File: src/rtl/sdspi_init_pkg.sv
package sdspi_init_pkg;

   typedef enum logic [1:0] {
      C_RST = 2'd0,
      C_IFC = 2'd1,
      C_APP = 2'd2,
      C_OPC = 2'd3
   } cmd_e;

   typedef enum logic [2:0] {
      ERR_NONE    = 3'd0,
      ERR_NORESP  = 3'd1,
      ERR_ILLEGAL = 3'd2,
      ERR_CRC     = 3'd3,
      ERR_UNEXP   = 3'd4,
      ERR_ECHO    = 3'd5,
      ERR_INIT_TO = 3'd6
   } err_e;

   typedef enum logic [2:0] {
      V_TRAIL,
      V_ECHO,
      V_GAP,
      V_RETRY,
      V_FINISH,
      V_FAIL
   } verdict_e;

   localparam logic [7:0]  R1_IDLE    = 8'h01;
   localparam logic [7:0]  R1_READY   = 8'h00;
   localparam logic [7:0]  R1_ILLEGAL = 8'h05;
   localparam logic [7:0]  R1_CRCERR  = 8'h09;
   localparam logic [31:0] IFC_ARG    = 32'h0000_01AA;
   localparam logic [31:0] HCS_ARG    = 32'h4000_0000;

endpackage

File: src/rtl/sdspi_crc7.sv
module sdspi_crc7 #(
   parameter int W = 40
) (
   input  logic [W-1:0] data,
   output logic [6:0]   crc
);
   logic [6:0] stage [0:W];

   assign stage[0] = 7'd0;

   for (genvar g = 0; g < W; g++) begin : g_bit
      logic fb;
      assign fb           = stage[g][6] ^ data[W-1-g];
      assign stage[g+1]   = {stage[g][5:0], 1'b0} ^ (fb ? 7'h09 : 7'h00);
   end

   assign crc = stage[W];
endmodule

File: src/rtl/sdspi_frame_gen.sv
module sdspi_frame_gen
   import sdspi_init_pkg::*;
#(
   parameter bit HCS_REQUEST = 1'b1
) (
   input  cmd_e       cmd,
   input  logic       v2,
   input  logic [2:0] idx,
   output logic [7:0] byte_out
);
   localparam int HDR_W   = 40;
   localparam int FRAME_W = 48;

   logic [5:0]         index;
   logic [31:0]        arg;
   logic [31:0]        opc_arg;
   logic [HDR_W-1:0]   hdr;
   logic [6:0]         crc;
   logic [FRAME_W-1:0] frame;

   if (HCS_REQUEST) begin : g_hcs
      assign opc_arg = v2 ? HCS_ARG : 32'd0;
   end else begin : g_nohcs
      assign opc_arg = 32'd0;
   end

   always_comb begin
      unique case (cmd)
         C_RST:   begin index = 6'd0;  arg = 32'd0;   end
         C_IFC:   begin index = 6'd8;  arg = IFC_ARG; end
         C_APP:   begin index = 6'd55; arg = 32'd0;   end
         default: begin index = 6'd41; arg = opc_arg; end
      endcase
   end

   assign hdr = {2'b01, index, arg};

   sdspi_crc7 #(.W(HDR_W)) u_crc (
      .data(hdr),
      .crc (crc)
   );

   assign frame = {hdr, crc, 1'b1};

   always_comb begin
      byte_out = 8'hFF;
      for (int i = 0; i < 6; i++) begin
         if (idx == 3'(i)) byte_out = frame[FRAME_W-1-8*i -: 8];
      end
   end
endmodule

File: src/rtl/sdspi_r1_judge.sv
module sdspi_r1_judge
   import sdspi_init_pkg::*;
(
   input  cmd_e       cmd,
   input  logic [7:0] r1,
   input  logic       last_try,
   output verdict_e   vd,
   output err_e       ec,
   output cmd_e       nxt
)
;
   always_comb begin
      vd  = V_FAIL;
      ec  = ERR_UNEXP;
      nxt = C_APP;
      if (r1 == R1_ILLEGAL) begin
         ec = ERR_ILLEGAL;
      end else if (r1 == R1_CRCERR) begin
         ec = ERR_CRC;
      end else begin
         unique case (cmd)
            C_RST: if (r1 == R1_IDLE) begin vd = V_TRAIL; nxt = C_IFC; end
            C_IFC: if (r1 == R1_IDLE) vd = V_ECHO;
            C_APP: if (r1 == R1_IDLE || r1 == R1_READY) vd = V_GAP;
            default: begin
               if (r1 == R1_READY) vd = V_FINISH;
               else if (r1 == R1_IDLE) begin
                  if (last_try) ec = ERR_INIT_TO;
                  else          vd = V_RETRY;
               end
            end
         endcase
      end
   end
endmodule

File: src/rtl/sdspi_init_seq.sv
module sdspi_init_seq
   import sdspi_init_pkg::*;
#(
   parameter int WAKE_BYTES  = 10,
   parameter int RESP_POLLS  = 8,
   parameter int GAP_BYTES   = 2,
   parameter int MAX_TRIES   = 1000,
   parameter bit HCS_REQUEST = 1'b1
) (
   input  logic       clk,
   input  logic       rst_n,
   input  logic       start,
   output logic       xfer_start,
   output logic [7:0] xfer_tx,
   input  logic       xfer_done,
   input  logic [7:0] xfer_rx,
   output logic       cs_n,
   output logic       slow_clk,
   output logic       busy,
   output logic       done,
   output logic       card_v2,
   output logic [2:0] err_code
);
   localparam int M1   = (WAKE_BYTES > RESP_POLLS) ? WAKE_BYTES : RESP_POLLS;
   localparam int M2   = (GAP_BYTES > 6) ? GAP_BYTES : 6;
   localparam int MAXC = (M1 > M2) ? M1 : M2;
   localparam int CW   = $clog2(MAXC + 1);
   localparam int TW   = $clog2(MAX_TRIES + 1);

   if (WAKE_BYTES < 10) begin : g_chk_wake
      $error("WAKE_BYTES must give at least 80 clocks");
   end
   if (RESP_POLLS < 1 || GAP_BYTES < 1 || MAX_TRIES < 1) begin : g_chk_cnt
      $error("RESP_POLLS, GAP_BYTES and MAX_TRIES must be at least 1");
   end

   typedef enum logic [3:0] {
      ST_IDLE, ST_WAKE, ST_FRAME, ST_POLL, ST_ECHO,
      ST_GAP, ST_TRAIL, ST_DONE, ST_FAIL
   } state_e;

   state_e         state;
   cmd_e           cmd, cmd_nx;
   logic [CW-1:0]  cnt;
   logic [TW-1:0]  tries;
   logic [23:0]    echo_q;
   logic           wait_q, fin, v2_q, start_q;
   logic [7:0]     tx_q;
   err_e           err_q;
   logic [7:0]     frame_byte, tx_w;
   logic           xfer_state;
   verdict_e       vd;
   err_e           vd_err;
   cmd_e           vd_nxt;

   sdspi_frame_gen #(.HCS_REQUEST(HCS_REQUEST)) u_frame (
      .cmd     (cmd),
      .v2      (v2_q),
      .idx     (cnt[2:0]),
      .byte_out(frame_byte)
   );

   sdspi_r1_judge u_judge (
      .cmd     (cmd),
      .r1      (xfer_rx),
      .last_try(tries == TW'(MAX_TRIES - 1)),
      .vd      (vd),
      .ec      (vd_err),
      .nxt     (vd_nxt)
   );

   assign xfer_state = state inside {ST_WAKE, ST_FRAME, ST_POLL, ST_ECHO, ST_GAP, ST_TRAIL};
   assign tx_w       = (state == ST_FRAME) ? frame_byte : 8'hFF;

   always_ff @(posedge clk or negedge rst_n) begin
      if (!rst_n) begin
         state   <= ST_IDLE;
         cmd     <= C_RST;
         cmd_nx  <= C_RST;
         cnt     <= '0;
         tries   <= '0;
         echo_q  <= '0;
         wait_q  <= 1'b0;
         fin     <= 1'b0;
         v2_q    <= 1'b0;
         start_q <= 1'b0;
         tx_q    <= 8'hFF;
         err_q   <= ERR_NONE;
      end else begin
         start_q <= 1'b0;
         if (start && !xfer_state) begin
            state  <= ST_WAKE;
            cmd    <= C_RST;
            cnt    <= '0;
            tries  <= '0;
            v2_q   <= 1'b0;
            fin    <= 1'b0;
            wait_q <= 1'b0;
            err_q  <= ERR_NONE;
         end else if (xfer_state && !wait_q) begin
            start_q <= 1'b1;
            tx_q    <= tx_w;
            wait_q  <= 1'b1;
         end else if (wait_q && xfer_done) begin
            wait_q <= 1'b0;
            unique case (state)
               ST_WAKE: begin
                  if (cnt == CW'(WAKE_BYTES - 1)) begin
                     state <= ST_FRAME;
                     cnt   <= '0;
                  end else cnt <= cnt + 1'b1;
               end
               ST_FRAME: begin
                  if (cnt == CW'(5)) begin
                     state <= ST_POLL;
                     cnt   <= '0;
                  end else cnt <= cnt + 1'b1;
               end
               ST_POLL: begin
                  if (!xfer_rx[7]) begin
                     cnt <= '0;
                     unique case (vd)
                        V_ECHO: state <= ST_ECHO;
                        V_GAP:  state <= ST_GAP;
                        V_TRAIL: begin
                           state  <= ST_TRAIL;
                           cmd_nx <= vd_nxt;
                        end
                        V_RETRY: begin
                           state  <= ST_TRAIL;
                           cmd_nx <= C_APP;
                           tries  <= tries + 1'b1;
                        end
                        V_FINISH: begin
                           state <= ST_TRAIL;
                           fin   <= 1'b1;
                        end
                        default: begin
                           state <= ST_FAIL;
                           err_q <= vd_err;
                        end
                     endcase
                  end else if (cnt == CW'(RESP_POLLS - 1)) begin
                     state <= ST_FAIL;
                     err_q <= ERR_NORESP;
                  end else cnt <= cnt + 1'b1;
               end
               ST_ECHO: begin
                  echo_q <= {echo_q[15:0], xfer_rx};
                  if (cnt == CW'(3)) begin
                     cnt <= '0;
                     if ({echo_q, xfer_rx} == IFC_ARG) begin
                        v2_q   <= 1'b1;
                        cmd_nx <= C_APP;
                        state  <= ST_TRAIL;
                     end else begin
                        state <= ST_FAIL;
                        err_q <= ERR_ECHO;
                     end
                  end else cnt <= cnt + 1'b1;
               end
               ST_GAP: begin
                  if (cnt == CW'(GAP_BYTES - 1)) begin
                     state <= ST_FRAME;
                     cmd   <= C_OPC;
                     cnt   <= '0;
                  end else cnt <= cnt + 1'b1;
               end
               ST_TRAIL: begin
                  cnt <= '0;
                  if (fin) state <= ST_DONE;
                  else begin
                     state <= ST_FRAME;
                     cmd   <= cmd_nx;
                  end
               end
               default: state <= state;
            endcase
         end
      end
   end

   assign xfer_start = start_q;
   assign xfer_tx    = tx_q;
   assign cs_n       = !(state inside {ST_FRAME, ST_POLL, ST_ECHO, ST_GAP});
   assign slow_clk   = (state != ST_DONE);
   assign busy       = xfer_state;
   assign done       = (state == ST_DONE);
   assign card_v2    = v2_q;
   assign err_code   = err_q;
endmodule

File: config.mk
export PLATFORM = sky130hd
export DESIGN_NAME = sdspi_init_seq
export DESIGN_NICKNAME = d
export VERILOG_FILES = /design/src/rtl/sdspi_init_pkg.sv /design/src/rtl/sdspi_crc7.sv /design/src/rtl/sdspi_frame_gen.sv /design/src/rtl/sdspi_r1_judge.sv /design/src/rtl/sdspi_init_seq.sv
export SDC_FILE = /design/constraint.sdc
export NUM_CORES = 1
export LEC_CHECK = 0
export ABC_AREA = 1
export ABC_CLOCK_PERIOD_IN_PS = 1870
export BUFFER_PORTS_ARGS = -buffer_cell sky130_fd_sc_hd__buf_2
export CAP_MARGIN = 25
export CORE_MARGIN = 2
export CORE_UTILIZATION = 30
export DETAILED_ROUTE_END_ITERATION = 7
export PLACE_DENSITY = 0.48
export SLEW_MARGIN = 20
export SYNTH_ARGS = -nofsm -noshare
export SYNTH_HDL_FRONTEND = slang
export SYNTH_SLANG_ARGS = --single-unit
File: constraint.sdc
create_clock -name clk -period 1.87 [get_ports clk]
set_input_delay 0.2805 -clock clk [delete_from_list [all_inputs] [get_ports clk]]
set_output_delay 0.2805 -clock clk [all_outputs]
set_load 0.05 [all_outputs]
==> results.cfg <==
[run_status]
outcome = finished, violations left
failing_checks = setup timing

[synthesis]
synthSimpleGateAreaFrac_pct = 31.9
synth.lib_cells_used.distinct = 38
post_synth_main_area_contributors = dfrtp_1 36%, nand2_1 14%, nand3_1 6.4%, inv_1 6.3%, dfstp_2 5.8%
cell_count_after_synthesis = 492
synth_sequential_area_ratio_pct = 42.0
synthFlopType = dfrtp_1
ys_ff_latch = 61
synth.area.mux_share_pct = 0
yosysMostFrequentCell = nand2_1
synth_area_um2 = 3650
synth-async-reset-ratio_pct = 100
fraction_of_synthesized_cell_area_in_xor_and_xnor_cells_pct = 3.12
number_of_enable_type_register_cells_in_the_synthesized_netlist = 0
synth-compound-area-share_pct = 10.2
largest_family_of_logic_cells_by_synthesized_area = simple AND/OR/NAND/NOR gates
synth_nets = 516
syn_area_per_cell_um2 = 7.43
yosys.area_share.adder_pct = 4.11
yosys.area.top_type_share_pct = 36.3
synth_largest_area_cell = dfrtp_1
netlist_top_cells_count = 132 x nand2_1, 61 x inv_1, 53 x dfrtp_1
yosysWarnings = 0

[global_route]
grt_antenna_before_repair = 0
grt_max_degree = 32
track_usage_pct = 16.5
grt_pass1_wl_um = 16700
grt_pass1_vias = 3382
grt-ovfl-total = 0

[routing]
avgViaCountPerCell = 4.62
vias = 3473
detailedRoute.firstPassIterationCount = 4
wl_met3_um = 385
ant_nets = 0
drt-wirelength-per-cell_um = 13.5
drt_iter0_drc = 193
routedLengthMet1_um = 5000
drc = 0
route.final.wire_length_um = 10100
top_layer = met4
dr_wl_met2_um = 4590

[die]
chipWidth_um = 114
io-pin-count = 29
core_area_um2 = 12000
floorplan.die_area_um2 = 13100
std_cell_rows = 40
chipHeight_um = 114
floorplan.initialDensity_pct = 30.6

[cells_and_area]
layout-drive-gt1-share_pct = 33.9
nNetsFinal = 624
area.sequential_um2 = 1540
nFillCells = 1170
multi_input_area_um2 = 2000
diodes = 0
area_growth_pct = 38.8

[job]
max_cap_violations = 0

[place]
globalplace.congestion = 0.841
place.detailed.hpwl_um = 7540
io_buffers = 28

[timing]
worstMarginPinSlew_ps = 554
whs_ps = 185
number_of_setup_violations_in_the_final_report = 1
totalNegativeSetupSlack_ps = -1.58
timing.clock.skew_ps = 3.61
layout_setup_ws_ps = -1.58
period_share_pct = 100
timing.fmax_ghz = 0.534
rsz_0062_raised_after_global_routing = true
timing_max_transition_violations_final = 0
timing.slew.headroom_pct = 63.1
fin_crit_ps = 1870
final_hold_viol_count = 0

[clock_network]
worst_setup_hold_path_clk_slew_ps = 50
insertion_delay_ps = 340
clock_sinks = 61
clockRootBuffer = clkbuf_16
number_of_h_tree_levels = 3
clock_path_buffers = 2
numCtsBuffers = 9
cts_tree = done

[setup_path]
worst-r2r-setup-slack_ps = 20
critical_path_required_ps = 1590
timing.rr.end = tries[0]
timing.critical_path.fanout_max = 4
worstRegToRegCells = 14
critPathKind = reg2out
end_kind = primary output
regToRegStartpoint = cmd[0]
cp_data_arrival_time_ps = 1590
setup.worst_path.start_class = flip-flop

[worst_hold_path]
beginning_of_the_worst_hold_path = xfer_rx[6]
hp-class = in2reg
hold_depth = 3
min_to = echo_q[6]

[power_and_ir_drop]
leakagePower_nw = 2.50
ir_worst_vdd_mv = 0.668
power.total_mw = 4.74
power_density_nw_per_um2 = 934
## layout by cell type, fill, tap and decap left out, types with 5 or more instances in the layout
master,synthesis,layout
dfrtp_1,53,48
nand4_1,8,8
nor3_1,8,6
nand2_2,9,14
dfstp_2,8,8
nand3_1,47,41
ha_1,12,6
dfrtp_2,0,5
inv_1,61,53
o21ai_0,36,33
a31oi_1,5,5
clkbuf_16,0,10
nand2_1,132,122
buf_6,2,5
buf_4,0,70
a21oi_1,8,6
nand2_4,0,5
inv_2,8,14
buf_2,4,26
nor2_1,40,35
nand3_2,2,8
nor2_2,2,6
xor2_1,9,8
## power breakdown
part	leakage (nW)	internal [mW]	switching, mW
clock network	0.129	0.886	0.610
logic	1.63	0.564	0.888
registers	0.735	1.62	0.172
total	2.50	3.07	1.67
## area by class of cell
class                   instances  share of cell area (%)
clock inverters                 5                   0.543
flip-flops and latches         61                    30.4
inverters                      69                    5.23
well taps                     147                    3.63
clock buffers                  11                    4.59
multi-input cells             352                    39.4
repair buffers                107                    16.2
## kinds of logic (layout without fill, tap and decap cells)
group,Yosys count,count (layout)
xor gates and xnor gates,13,13
and+or+nand+nor,262,262
AOI/OAI and AO/OA,65,65
buffers and inverters,79,192
adders and majority gates,12,12
DFF,61,61
## stage by stage
step	cell area, µm²	worst slack, ps	instances	utilization [%]
5_1_grt	5070	-121	752	42.4
4_1_cts	4870	-4.20	745	40.7
3_5_place_dp	4420	-74.9	718	37.0
3_3_place_gp	4420	-68.1	718	37.0
6_report	5070	-1.58	752	42.4
2_1_floorplan	3660	29.3	492	-
## metal layers
metal	up-vias	global-route usage, %
met4	0	5.85
met1	1600	23.0
met3	11	4.18
met5	-	0
li1	1813	-
met2	49	25.0
## state kept, by name, summed over array words and instances (netlist names), 2 cells and up
signal and flops:
echo_q 24, cmd_nx 2, tries 10, state 4, err_code 3, xfer_tx 8, cmd 2, cnt 4
## worst max-delay path: stages (launching register included)
cell	delay, ps
dfrtp_1	410
inv_2	70
nor2_2	60
nand3_2	90
nand2_4	70
nor3_4	250
nand2_2	130
buf_8	170
## worst max path at each step
stage | from | endpoint | slack (ps)
2_1_floorplan | cmd[0] | xfer_tx[4] | 30
3_3_place_gp | cmd[1] | xfer_tx[4] | -70
5_1_grt | state[3] | cnt[1] | -120
4_1_cts | state[0] | busy | -4
3_5_place_dp | cmd[0] | xfer_tx[4] | -70
6_report | state[2] | busy | -2
## timing repair
item | in CTS | in global routing
gates resized for setup | 33 | 38
cloned | 0 | 1
buffers inserted | 10 | 6
hold buffers | 1 | 0
hold endpoints to repair | 13 | 0
pin swaps | 8 | 13
setup endpoints to repair | 16 | 37
No activity file was read; power rests on OpenSTA's default activity.
